$ cat src/rtl/gpio_bank_ctl.sv
module gpio_bank_ctl #(
  parameter int NUM_BANKS = 3,
  parameter logic [NUM_BANKS*6-1:0] BANK_LINES = {6'd8, 6'd20, 6'd32},
  localparam int LINES = NUM_BANKS * 32,
  localparam int AW = $clog2(LINES)
) (
  input  logic             clk,
  input  logic             rst_n,
  input  logic             wr_en,
  input  logic [AW-1:0]    addr,
  input  logic [31:0]      wdata,
  output logic [31:0]      rdata,
  input  logic [LINES-1:0] pad_in,
  output logic [LINES-1:0] pad_out,
  output logic [LINES-1:0] pad_oe,
  output logic             irq
);

  logic [LINES-1:0] sync1_q, sync2_q, prev_q;
  logic [LINES-1:0] valid_v, dir_v, oden_v, data_v, stat_v, mask_v;
  logic [NUM_BANKS-1:0][31:0] rd_all;

  wire [AW-1:0] bidx = addr >> 5;
  wire [2:0]    ridx = addr[4:2];

  always_ff @(posedge clk or negedge rst_n) begin
    if (!rst_n) begin
      sync1_q <= '0;
      sync2_q <= '0;
      prev_q  <= '0;
    end else begin
      sync1_q <= pad_in;
      sync2_q <= sync1_q;
      prev_q  <= sync2_q;
    end
  end

  for (genvar b = 0; b < NUM_BANKS; b++) begin : g_bank
    localparam int W = int'(BANK_LINES[b*6 +: 6]);
    localparam logic [31:0] VM = (W >= 32) ? 32'hFFFF_FFFF : ((32'd1 << W) - 32'd1);

    logic [31:0] oden_q, data_q, dir_q, pol_q, both_q, mask_q, lvl_q, stat_q;
    logic [31:0] word;

    wire        sel = (bidx == AW'(b));
    wire        hit = wr_en && sel;
    wire [31:0] wd  = wdata & VM;
    wire [31:0] cur = sync2_q[b*32 +: 32];
    wire [31:0] old = prev_q[b*32 +: 32];

    wire [31:0] lvl_hit  = lvl_q & ~(cur ^ pol_q);
    wire [31:0] any_edge = ~lvl_q & both_q & (cur ^ old);
    wire [31:0] rise     = ~lvl_q & ~both_q & pol_q & cur & ~old;
    wire [31:0] fall     = ~lvl_q & ~both_q & ~pol_q & ~cur & old;
    wire [31:0] evt      = VM & (lvl_hit | any_edge | rise | fall);
    wire [31:0] clr      = (hit && ridx == 3'd7) ? wd : 32'd0;

    always_ff @(posedge clk or negedge rst_n) begin
      if (!rst_n) begin
        oden_q <= '0;
        data_q <= '0;
        dir_q  <= VM;
        pol_q  <= '0;
        both_q <= '0;
        mask_q <= '0;
        lvl_q  <= '0;
        stat_q <= '0;
      end else begin
        if (hit) begin
          case (ridx)
            3'd0: oden_q <= wd;
            3'd1: data_q <= wd;
            3'd2: dir_q  <= wd;
            3'd3: pol_q  <= wd;
            3'd4: both_q <= wd;
            3'd5: mask_q <= wd;
            3'd6: lvl_q  <= wd;
            default: ;
          endcase
        end
        stat_q <= (stat_q & ~clr) | evt;
      end
    end

    always_comb begin
      case (ridx)
        3'd0: word = oden_q;
        3'd1: word = VM & ((dir_q & cur) | (~dir_q & data_q));
        3'd2: word = dir_q;
        3'd3: word = pol_q;
        3'd4: word = both_q;
        3'd5: word = mask_q;
        3'd6: word = lvl_q;
        default: word = stat_q;
      endcase
    end

    assign rd_all[b] = sel ? word : 32'd0;

    assign pad_out[b*32 +: 32] = data_q & ~oden_q;
    assign pad_oe[b*32 +: 32]  = VM & ~dir_q & ~(oden_q & data_q);

    assign valid_v[b*32 +: 32] = VM;
    assign dir_v[b*32 +: 32]   = dir_q;
    assign oden_v[b*32 +: 32]  = oden_q;
    assign data_v[b*32 +: 32]  = data_q;
    assign stat_v[b*32 +: 32]  = stat_q;
    assign mask_v[b*32 +: 32]  = mask_q;
  end

  always_comb begin
    rdata = '0;
    for (int b = 0; b < NUM_BANKS; b++) rdata = rdata | rd_all[b];
  end

  assign irq = |(stat_v & mask_v);

endmodule


$ cat config.mk
export PLATFORM = sky130hd
export DESIGN_NAME = gpio_bank_ctl
export DESIGN_NICKNAME = d
export VERILOG_FILES = /design/src/rtl/gpio_bank_ctl.sv
export SDC_FILE = /design/constraint.sdc
export NUM_CORES = 1
export LEC_CHECK = 0
export ABC_AREA = 1
export BUFFER_PORTS_ARGS = -buffer_cell sky130_fd_sc_hd__buf_2
export CORE_AREA = 2 2 234 236
export CTS_BUF_LIST = sky130_fd_sc_hd__clkbuf_4 sky130_fd_sc_hd__clkbuf_8
export DETAILED_ROUTE_END_ITERATION = 6
export DIE_AREA = 0 0 236 238
export GPL_TIMING_DRIVEN = 0
export MAX_ROUTING_LAYER = met4
export PLACE_DENSITY_LB_ADDON = 0.2
export SYNTH_ARGS = -nofsm -noshare
export SYNTH_HDL_FRONTEND = slang
export SYNTH_SLANG_ARGS = --single-unit
export TNS_END_PERCENT = 10
$ cat constraint.sdc
create_clock -name clk -period 2.35 [get_ports clk]
set_clock_uncertainty 0.2 [all_clocks]
set_input_delay 0.3525 -clock clk [delete_from_list [all_inputs] [get_ports clk]]
set_output_delay 0.3525 -clock clk [all_outputs]
set_load 0.03 [all_outputs]
==> implementation parameters <==
Parameter                              Value

Pwr
  Combinational power share ... 20.1%
  Fraction of power spent switching nets ... 33.04%
  Share of power burned in the clock network ... 34.7%
  VDD IR max ... 0.0005827 V
  Cell area power density ... 872.4 mW/mm2
  Share of power burned in registers ... 45.2%
  Switch Pwr ... 10.67 mW
  Static leakage ... 17.95 nW
  Power Internal ... 21.62 mW

Synth
  Cell with the most instances after synthesis ... nand2_1
  Commonest cells in the netlist ... nand2_1, o21ai_0, dfrtp_1, nor2_1, inv_1
  Sequential area share after synthesis ... 54.86%
  Cell area after synthesis ... 0.03024 mm2
  Async S/R FF share, synth ... 100.0%
  Number of distinct library cells after synthesis ... 28
  Post-Synthesis Cells ... 3764
  Top_reg_cell synth ... dfrtp_1
  Mean Syn Cell Area ... 8.034 um2
  Area share of the largest cell type after synthesis ... 49.65%
  Area leader, netlist ... dfrtp_1
  Synth area leaders ... dfrtp_1, nand2_1, o21ai_0
  Warnings, synthesis ... 0
  EDFF count, synth ... 0
  Number of storage elements in the synthesis netlist ... 660

Clocking
  CTS clk-pin slew, worst paths ... 0.07 ns
  Total clock buffers created by CTS ... 108
  Insertion delay to the later sink of the worst-skew pair ... 0.74 ns
  H-tree depth ... 3
  Maximum root-to-sink buffer count ... 3
  Clock tree root buffer cell ... clkbuf_8
  CTS tree ... built
  CTS sink count ... 660

Worst setup path
  Depth of the worst register-to-register path ... 4
  Arrival time worst endpoint ... 2.24 ns
  Worst Path Required ... 1.80 ns
  Crit. End Element ... output port
  CP Launch Point ... g_bank[2].mask_q[1]$_DFFE_PN0P_
  Critical path class ... reg2out
  Startpoint of the lowest-slack register-to-register path ... g_bank[1].pol_q[8]$_DFFE_PN0P_
  Type of element launching the critical path ... flop
  Biggest fanout along the worst timing path ... 3

STA
  Final setup margin ... -0.4377 ns
  Setup repair after global routing missed its margin ... yes
  Peak Freq ... 358.7 MHz
  Worst Hold Slack ... -0.5882 ns
  Setup_tns ... -8.041 ns
  Fin crit share ... 118.6%
  Worst-margin pin slew ... 1.067 ns
  Worst slew slack as a fraction of its limit ... 28.86%
  Final Hold Violating Endpoints ... 216
  Shortest period the worst path allows ... 2.788 ns
  Finish-stage setup viols ... 35
  Pins Over Slew Limit ... 0

Status
  Violations in the final reports ... design-rule violations, negative hold slack, negative setup slack
  Outcome ... finished with violations

Place
  HPWL reported at the end of detailed placement ... 75760 um
  Number of I/O port buffers ... 250
  Worst setup timing slack at the placement stage ... -1.043 ns
  Number of placed cells counting well taps ... 4787
  Last weighted congestion value of the routability-driven placer ... 1.015

Routing
  Via density per instance ... 5.773
  Total number of vias ... 29460
  Total detailed-routing wirelength ... 112900 um
  Residual DRC count ... 4
  Initial drt markers ... 4228
  Number of nets still failing antenna checks after routing ... 0
  Average routed wire per standard cell ... 22.13 um
  First drt pass iteration count ... 7

Min path
  Min-Delay Path Class ... in2async

Floorplan
  Height of the die ... 238 um
  Area of the placeable core ... 0.05350 mm2
  Die boundary width ... 236 um
  Die Footprint ... 0.05617 mm2
  Starting Density ... 56.53%
  Row count ... 85
  # IOs ... 363

Global route
  Maximum number of pins on one net before global-route repair ... 122
  Antenna violations before repair ... 12
  Total gr overflow ... 0
  Total routing resource utilization after global routing ... 41.08%
  Global-route wire length before repair ... 166100 um
  Via count of the first global-routing pass ... 27280

Layout
  Register cell area after layout ... 0.01659 mm2
  Area of the multi-input gates ... 0.01197 mm2
  Post-layout nets ... 4447
  Fraction of layout cells with a size suffix above 1 ... 17.59%
  Area added between synthesis and finish ... 22.37%
  Core occupancy in the finished layout ... 69.18%
  Number of filler instances in the final layout ... 4423
  Number of non-filler instances in the completed layout ... 5104

Flow run
  Count of max-cap constraint violations ... 0
final timing paths:
path,to,slack (ns)
worst max-delay path,irq,-0.44
worst min-delay path,sync1_q[32]$_DFF_PN0_,-0.59
worst max register to register,g_bank[1].stat_q[8]$_DFF_PN0_,0.98
worst min register to register,sync2_q[27]$_DFF_PN0_,0.11
max in group asynchronous,sync2_q[43]$_DFF_PN0_,0.65
min in group clk,sync1_q[70]$_DFF_PN0_,0.05
metrics by stage:
step                      total power, mW  cell area, um2  hold slack (ns)
after CTS                           32.02           36850          -0.5936
final                               32.29           37010          -0.5882
after floorplan                     18.32           30510          -0.1431
after global routing                33.58           37010          -0.5481
after detailed placement            20.64           32810           0.1347
after global placement              20.46           32630           0.1321
cell usage in the layout (no fill, tap or decap), types with 5 or more instances in the layout:
cell type	netlist	routed
inv_2	9	14
dfstp_2	60	60
o21ai_1	12	35
xor2_1	39	39
nand3_4	0	6
nor2_4	2	6
clkbuf_2	0	17
buf_6	0	32
nor2_1	368	359
nand3_1	54	45
o21ai_0	711	684
clkbuf_8	0	150
dfrtp_1	600	599
clkbuf_1	140	112
inv_1	252	243
nand2_4	0	5
buf_16	0	6
a21oi_1	111	106
nor2_2	3	8
nand2_2	10	40
dlygate4sd3_1	0	93
nand4_1	60	60
nand3_2	3	6
nand3b_1	7	7
diode_2	0	9
o22ai_1	29	29
buf_4	78	111
clkbuf_4	0	50
conb_1	1	72
buf_2	28	232
nor3_1	7	6
nand2_1	1168	1132
power groups by stage:
stage | combinational, mW | clock, mW | sequential (mW)
floorplan | 4.07 | 0 | 14.3
global placement | 5.80 | 0 | 14.7
detailed placement | 5.95 | 0 | 14.7
CTS | 6.31 | 11.2 | 14.5
global route | 7.08 | 11.7 | 14.8
finish | 6.49 | 11.2 | 14.6
metal layers:
layer | share of wire [%] | up-vias | wire length (um) | track usage, %
met5 | 0 | - | 0 | -
met4 | 5.9 | 0 | 6701 | 23.37
met3 | 14 | 466 | 15480 | 12.15
met2 | 43 | 2089 | 48690 | 58.83
met1 | 37 | 13830 | 42080 | 52.32
li1 | - | 13080 | - | -
cells by family (layout without fill, tap and decap cells):
| family | after synthesis | after routing | share of synthesized area (%) |
|---|---|---|---|
| compound gates | 863 | 863 | 14.40 |
| simple gates | 1687 | 1687 | 22.13 |
| flops | 660 | 660 | 54.86 |
| other cells | 1 | 81 | 0.01240 |
| xor+xnor | 39 | 39 | 1.130 |
| buf+inv | 514 | 1078 | 7.464 |
final cells by class:
type	count	area share, %
inverters	261	2.708
repair buffers	364	7.205
flip-flops and latches	660	44.83
diodes	9	0.06086
clock inverters	7	0.1758
multi-input cells	2661	32.35
clock buffers	193	6.434
plain buffers	253	3.878
well taps	696	2.353
registers in the layout (all words and copies together), names as in the netlist:
| register | count |
|---|---|
| g_bank.oden_q | 60 |
| sync1_q | 60 |
| sync2_q | 60 |
| g_bank.dir_q | 60 |
| prev_q | 60 |
| g_bank.both_q | 60 |
| g_bank.stat_q | 60 |
| g_bank.data_q | 60 |
| g_bank.pol_q | 60 |
| g_bank.mask_q | 60 |
| g_bank.lvl_q | 60 |
worst max-delay path: stages, from the launching register on:
cell and delay [ns]:
dfrtp_1 0.40, nand2_1 0.11, nand4_1 0.18, nand3b_1 0.31, nor2_4 0.22, nand2_4 0.10, buf_6 0.15
timing repair:
action | 4_1_cts | 5_1_grt
resized for setup | 216 | 45
buffers inserted | 13 | 2
hold endpoints to repair | 484 | 87
pin swaps | 39 | 12
hold buffers | 92 | 1
setup endpoints to repair | 34 | 33
No activity file was read; power rests on OpenSTA's default activity.
